$ cat config.mk
export PLATFORM = sky130hd
export DESIGN_NAME = mux_display_scan
export DESIGN_NICKNAME = d
export VERILOG_FILES = /design/src/rtl/mux_scan_pkg.sv /design/src/rtl/scan_timer.sv /design/src/rtl/bank_select.sv /design/src/rtl/drive_stage.sv /design/src/rtl/mux_display_scan.sv
export SDC_FILE = /design/constraint.sdc
export NUM_CORES = 1
export LEC_CHECK = 0
export BUFFER_PORTS_ARGS = -buffer_cell sky130_fd_sc_hd__buf_2
export CAP_MARGIN = 20
export CORE_ASPECT_RATIO = 0.6
export CORE_MARGIN = 5
export CORE_UTILIZATION = 30
export DETAILED_ROUTE_END_ITERATION = 16
export GPL_ROUTABILITY_DRIVEN = 1
export MAX_ROUTING_LAYER = met4
export PLACE_DENSITY = 0.55
export RECOVER_POWER = 50
export SYNTH_ARGS = -nofsm -noshare
export SYNTH_HDL_FRONTEND = slang
export SYNTH_SLANG_ARGS = --single-unit
$ cat constraint.sdc
create_clock -name clk -period 3.33 [get_ports clk]
set_input_delay 0.4995 -clock clk [delete_from_list [all_inputs] [get_ports clk]]
set_output_delay 0.4995 -clock clk [all_outputs]
set_load 0.05 [all_outputs]
$ cat src/rtl/mux_scan_pkg.sv
package mux_scan_pkg;

  localparam int unsigned BANKS    = 5;
  localparam int unsigned NIB_W    = 4;
  localparam int unsigned SEG_W    = 7;
  localparam int unsigned IDX_W    = $clog2(BANKS);
  localparam int unsigned DP_BITS  = BANKS - 1;
  localparam int unsigned DP_BASE  = BANKS * NIB_W;
  localparam int unsigned DISP_W   = DP_BASE + DP_BITS;
  localparam int unsigned CFG_LP   = 0;
  localparam int unsigned CFG_RAW0 = 1;
  localparam int unsigned CFG_DIM  = CFG_RAW0 + BANKS;
  localparam int unsigned CFG_W    = CFG_DIM + 1;

  // Clocks per bank slot for a wanted full-display refresh rate.
  function automatic int unsigned dwell_for(input int unsigned clk_hz,
                                            input int unsigned refresh_hz);
    return clk_hz / (refresh_hz * BANKS);
  endfunction

  // Hex character decode, bit 0 = segment a ... bit 6 = segment g.
  function automatic logic [SEG_W-1:0] hex7(input logic [NIB_W-1:0] n);
    logic [SEG_W-1:0] s;
    case (n)
      4'h0: s = 7'h3F;
      4'h1: s = 7'h06;
      4'h2: s = 7'h5B;
      4'h3: s = 7'h4F;
      4'h4: s = 7'h66;
      4'h5: s = 7'h6D;
      4'h6: s = 7'h7D;
      4'h7: s = 7'h07;
      4'h8: s = 7'h7F;
      4'h9: s = 7'h6F;
      4'hA: s = 7'h77;
      4'hB: s = 7'h7C;
      4'hC: s = 7'h39;
      4'hD: s = 7'h5E;
      4'hE: s = 7'h79;
      default: s = 7'h71;
    endcase
    return s;
  endfunction

  // Raw lamp mode: nibble bit i drives segment a+i.
  function automatic logic [SEG_W-1:0] raw7(input logic [NIB_W-1:0] n);
    return {{(SEG_W-NIB_W){1'b0}}, n};
  endfunction

  function automatic logic [BANKS-1:0] bank_onehot(input logic [IDX_W-1:0] i);
    logic [BANKS-1:0] v;
    v = '0;
    for (int k = 0; k < BANKS; k++) begin
      if (i == IDX_W'(k)) v[k] = 1'b1;
    end
    return v;
  endfunction

endpackage

$ cat src/rtl/scan_timer.sv
module scan_timer
  import mux_scan_pkg::*;
#(
  parameter int unsigned DWELL = 8,
  localparam int unsigned CNT_W = (DWELL > 2) ? $clog2(DWELL) : 1
) (
  input  logic             clk,
  input  logic             rst_n,
  input  logic             run,
  output logic [IDX_W-1:0] idx_o,
  output logic             dead_o,
  output logic             slot_end_o
);

  logic [CNT_W-1:0] cnt_q;
  logic [IDX_W-1:0] idx_q;
  logic             last_clk;
  logic             last_bank;

  assign last_clk   = (cnt_q == CNT_W'(DWELL - 1));
  assign last_bank  = (idx_q == IDX_W'(BANKS - 1));
  assign slot_end_o = run && last_clk;
  assign dead_o     = (cnt_q == '0);
  assign idx_o      = idx_q;

  always_ff @(posedge clk or negedge rst_n) begin
    if (!rst_n) begin
      cnt_q <= '0;
      idx_q <= '0;
    end else if (run) begin
      if (last_clk) begin
        cnt_q <= '0;
        idx_q <= last_bank ? '0 : idx_q + IDX_W'(1);
      end else begin
        cnt_q <= cnt_q + CNT_W'(1);
      end
    end
  end

endmodule

$ cat src/rtl/bank_select.sv
module bank_select
  import mux_scan_pkg::*;
(
  input  logic [DISP_W-1:0] disp_word,
  input  logic [CFG_W-1:0]  cfg_word,
  input  logic [IDX_W-1:0]  idx,
  output logic [SEG_W-1:0]  seg,
  output logic              dp
);

  logic [BANKS-1:0][NIB_W-1:0] nib_arr;
  logic [BANKS-1:0]            dp_arr;
  logic [BANKS-1:0]            raw_arr;
  logic [NIB_W-1:0]            nib;

  for (genvar k = 0; k < BANKS; k++) begin : g_bank
    assign nib_arr[k] = disp_word[k*NIB_W +: NIB_W];
    assign raw_arr[k] = cfg_word[CFG_RAW0 + k];
    if (k < DP_BITS) begin : g_dp
      assign dp_arr[k] = disp_word[DP_BASE + k];
    end else begin : g_nodp
      assign dp_arr[k] = 1'b0;
    end
  end

  assign nib = nib_arr[idx];
  assign dp  = dp_arr[idx];
  assign seg = raw_arr[idx] ? raw7(nib) : hex7(nib);

endmodule

$ cat src/rtl/drive_stage.sv
module drive_stage
  import mux_scan_pkg::*;
(
  input  logic             clk,
  input  logic             rst_n,
  input  logic             upd_i,
  input  logic             lp,
  input  logic             dead,
  input  logic [IDX_W-1:0] idx,
  input  logic [SEG_W-1:0] seg,
  input  logic             dp,
  input  logic             dim,
  output logic             shown_o,
  output logic [BANKS-1:0] bank_o,
  output logic [SEG_W-1:0] seg_o,
  output logic             dp_o,
  output logic             dim_o
);

  logic shown_q;
  logic active;

  assign active  = !lp && shown_q && !dead;
  assign shown_o = shown_q;

  always_ff @(posedge clk or negedge rst_n) begin
    if (!rst_n) begin
      shown_q <= 1'b0;
      bank_o  <= '0;
      seg_o   <= '0;
      dp_o    <= 1'b0;
      dim_o   <= 1'b0;
    end else begin
      if (upd_i) shown_q <= 1'b1;
      bank_o <= active ? bank_onehot(idx) : '0;
      seg_o  <= active ? seg : '0;
      dp_o   <= active && dp;
      dim_o  <= dim;
    end
  end

endmodule

$ cat src/rtl/mux_display_scan.sv
module mux_display_scan
  import mux_scan_pkg::*;
#(
  parameter int unsigned CLK_HZ     = 250_000_000,
  parameter int unsigned REFRESH_HZ = 1000,
  parameter int unsigned DWELL_CLKS = dwell_for(CLK_HZ, REFRESH_HZ)
) (
  input  logic              clk,
  input  logic              rst_n,
  input  logic              upd_i,
  input  logic [DISP_W-1:0] disp_word,
  input  logic [CFG_W-1:0]  cfg_word,
  output logic [SEG_W-1:0]  seg_o,
  output logic              dp_o,
  output logic [BANKS-1:0]  bank_o,
  output logic              dim_o
);

  logic             low_power;
  logic [IDX_W-1:0] scan_idx;
  logic             scan_dead;
  logic             scan_slot_end;
  logic             scan_shown;
  logic [SEG_W-1:0] sel_seg;
  logic             sel_dp;

  assign low_power = cfg_word[CFG_LP];

  scan_timer #(.DWELL(DWELL_CLKS)) u_timer (
    .clk        (clk),
    .rst_n      (rst_n),
    .run        (!low_power),
    .idx_o      (scan_idx),
    .dead_o     (scan_dead),
    .slot_end_o (scan_slot_end)
  );

  bank_select u_sel (
    .disp_word (disp_word),
    .cfg_word  (cfg_word),
    .idx       (scan_idx),
    .seg       (sel_seg),
    .dp        (sel_dp)
  );

  drive_stage u_drv (
    .clk     (clk),
    .rst_n   (rst_n),
    .upd_i   (upd_i),
    .lp      (low_power),
    .dead    (scan_dead),
    .idx     (scan_idx),
    .seg     (sel_seg),
    .dp      (sel_dp),
    .dim     (cfg_word[CFG_DIM]),
    .shown_o (scan_shown),
    .bank_o  (bank_o),
    .seg_o   (seg_o),
    .dp_o    (dp_o),
    .dim_o   (dim_o)
  );

endmodule

==> out/results.txt <==
clock-pin slew on the worst setup and hold paths -> 0.05 ns
combinational power share -> 0.170
Cell Rows -> 23
Pint -> 830.7 uW
PostCTS Resize Cnt -> 0
Max Cap Viol -> 1
Initial Utilization -> 0.3101
I/O pins -> 48
Seq/Total Area, Yosys -> 0.4091
status -> complete, but fails checks
final hold violation count -> 0
Antenna diodes -> 0
r2r setup slk -> 0.71 ns
CP max stage delay -> 0.61 ns
relative slew slack -> -0.2456
R2R Path Start -> u_timer.idx_o[1]
Mapped Avg Cell Area -> 10.45 um^2
full die area -> 0.008751 mm^2
Post-route DRC -> 0
Worst Skew -> 0.006764 ns
total CTS buffers -> 5
Root Buffer Master -> clkbuf_16
Vias -> 1641
share of synthesized registers carrying an async set or reset -> 1.000
VDD IR-drop max -> 0.0001757 V
min cycle time layout -> 2.620 ns
max-slew violations -> 35
Placed Cells -> 330
layout overhead on the synthesized area -> 22.80%
Critical Path End Type -> flip-flop
YS warnings -> 0
Worst setup startpoint -> u_timer.idx_o[1]
Worst Path Class, Setup -> reg -> reg
Max H-tree Level -> 2
Worst Hold Launch -> cfg_word[6]
Sw Share -> 0.2829
RSZ-0062 raised after global routing -> false
drt total wl -> 4771 um
DRT iter0 DRCs -> 71
syn_nets -> 246
largest net degree at the start of global routing -> 35
Pwr Total -> 1.158 mW
most frequent cell after synthesis -> dfrtp_1
leakage -> 1.248 nW
first-pass GRT wire length -> 7997 um
die height -> 74.49 um
Vias/cell -> 4.855
Synth top cells by count -> dfrtp_1 (34), nor2_1 (19), inv_1 (14)
Seq cells post-synth -> 34
CP startpoint kind -> flip-flop
initial antenna violation count -> 0
Hold Crit Depth -> 1
FF+latch area -> 850.8 um^2
Clock power frac -> 0.391
GRT Total Usage -> 0.1185
post-synthesis cell count -> 199
Worst Path Arrival -> 2.78 ns
PortBufs -> 47
dpl ws -> 0.6316 ns
synthesized area -> 0.002079 mm^2
Core ar. -> 0.006705 mm^2
Synth area leaders -> dfrtp_1 (41%), ha_1 (7.8%), mux4_2 (4.3%), mux2i_1 (3.9%), nor2_1 (3.4%)
FILL cells -> 665
worst skew pair latency -> 0.27 ns
PwrDens -> 453.6 mW/mm^2
GRT Residual Overflow -> 0
f_max -> 381.6 MHz
vias in the first global route -> 1612
Worst Reg2Reg Path Length in Cells -> 7
DR pass1 iterations -> 4
EDFF count, synth -> 0
nets -> 297
violations in the final reports -> max-capacitance violations, max-slew violations
final period utilization -> 0.7869
min setup slack post-route -> 0.7097 ns
ys flop type -> dfrtp_1
capture point of the worst reg-to-reg path -> u_drv.seg_o[6]
post-synth cell types -> 47
Clock Sinks -> 34
hpwl dp -> 3675 um
Crit-path slowest cell -> dfrtp_1
Sequential Power Share -> 0.439
layout cells sized above 1 -> 0.2789
post-layout util -> 0.3809
hold buffer count at cts -> 0
sw power -> 327.7 uW
WL/cell -> 14.12 um
Non-Filler Instances -> 338
setup TNS -> 0 ns
largest area contributor in the netlist -> dfrtp_1
Post-CTS Setup Inserts -> 0
post-synth top area share -> 0.4091
crit-path cells -> mux4_2 -> a21oi_1 -> inv_1 -> ha_1 -> o21ai_0 -> a21bo_2 -> a221oi_1
Detail Route Antenna Nets -> 0
CP max FO -> 13
worst min-delay path class -> in -> reg
Die W -> 117.5 um
area of the multi-input gates -> 0.001147 mm^2
Hold Path End -> u_drv.dim_o
Worst Tran Pin Value -> 1.868 ns
endpoints failing setup -> 0
Data required, critical path -> 3.49 ns
Max clock buf depth -> 2
GPL Wtd Cong -> 0.8087
CTS tree -> done
-- how the worst max path moves through the flow --
stage	slack (ns)	to	depth (start not counted)
after CTS	0.70	u_drv.seg_o[6]	7
after detailed placement	0.63	u_drv.seg_o[6]	8
after floorplan	0.84	u_drv.seg_o[6]	8
final	0.71	u_drv.seg_o[6]	7
after global routing	0.46	u_drv.seg_o[6]	7
after global placement	0.68	u_drv.seg_o[6]	8
-- critical path: cells and delay by family (launching register included) --
| kind | cells | cell delay, ns |
|---|---|---|
| flops | 1 | 0.61 |
| mux | 1 | 0.38 |
| compound gates | 4 | 1.13 |
| buf+inv | 1 | 0.18 |
| fa+ha+maj | 1 | 0.23 |
-- state kept, by name (all words and copies together) (netlist names) --
signal         flops
u_drv.shown_o      1
u_timer.idx_o      3
u_drv.bank_o       5
u_drv.seg_o        7
u_drv.dp_o         1
u_drv.dim_o        1
u_timer.cnt_q     16
-- cells in the final DEF (no fill, tap or decap), types with 2 or more instances in the layout --
cell type and count:
buf_4 2, a221oi_1 3, clkbuf_16 5, buf_2 44, or2_2 3, xor2_1 5, a211oi_1 3, clkbuf_1 4
mux4_2 4, mux2i_1 8, inv_1 14, nand2_1 9, ha_1 13, nor4_1 2, and3_1 5, a21o_1 3
nor3_1 2, and2_1 4, nand3_1 11, a21oi_1 8, xnor2_1 8, nor2_1 19, nand2b_1 2, nand4_1 4
o21ai_0 7, dfrtp_1 34, mux2_1 2, and4b_1 2
-- layer usage --
metal,vias up,global-route usage,part of all wire
li1,812,-,-
met1,781,0.1710,0.53
met2,46,0.1610,0.40
met3,2,0.02736,0.063
met4,0,0.04198,0.0063
met5,-,-,0
-- kinds of logic after synthesis --
| kind of cell | after synthesis | synth area share |
|---|---|---|
| flops | 34 | 0.4091 |
| simple gates | 71 | 0.2028 |
| fa+ha+maj | 13 | 0.07822 |
| xor+xnor | 13 | 0.05475 |
| buf+inv | 19 | 0.03911 |
| mux | 15 | 0.09808 |
| compound gates | 34 | 0.1179 |
-- power groups by stage --
stage	Combinational, mW	Clock (mW)	Sequential, mW
2_1_floorplan	0.111	0	0.531
3_3_place_gp	0.197	0	0.516
3_5_place_dp	0.198	0	0.515
5_1_grt	0.222	0.492	0.515
6_report	0.197	0.453	0.509
4_1_cts	0.199	0.471	0.508
-- cell type report --
type                    instances  area share
clock buffers                   7     0.05586
inverters                      14     0.02058
multi-input cells             146      0.4493
repair buffers                 49     0.09652
clock inverters                 1    0.001960
flip-flops and latches         34      0.3332
well taps                      87     0.04263
-- through the flow --
step                      hold slack, ns  cell area (um^2)
after detailed placement          0.4909              2410
after CTS                         0.3287              2557
final                             0.3404              2554
after global routing              0.3267              2554
after global placement            0.4961              2410
after floorplan                   0.2039              2079
Note: power is estimated with default switching activity, not from simulation.
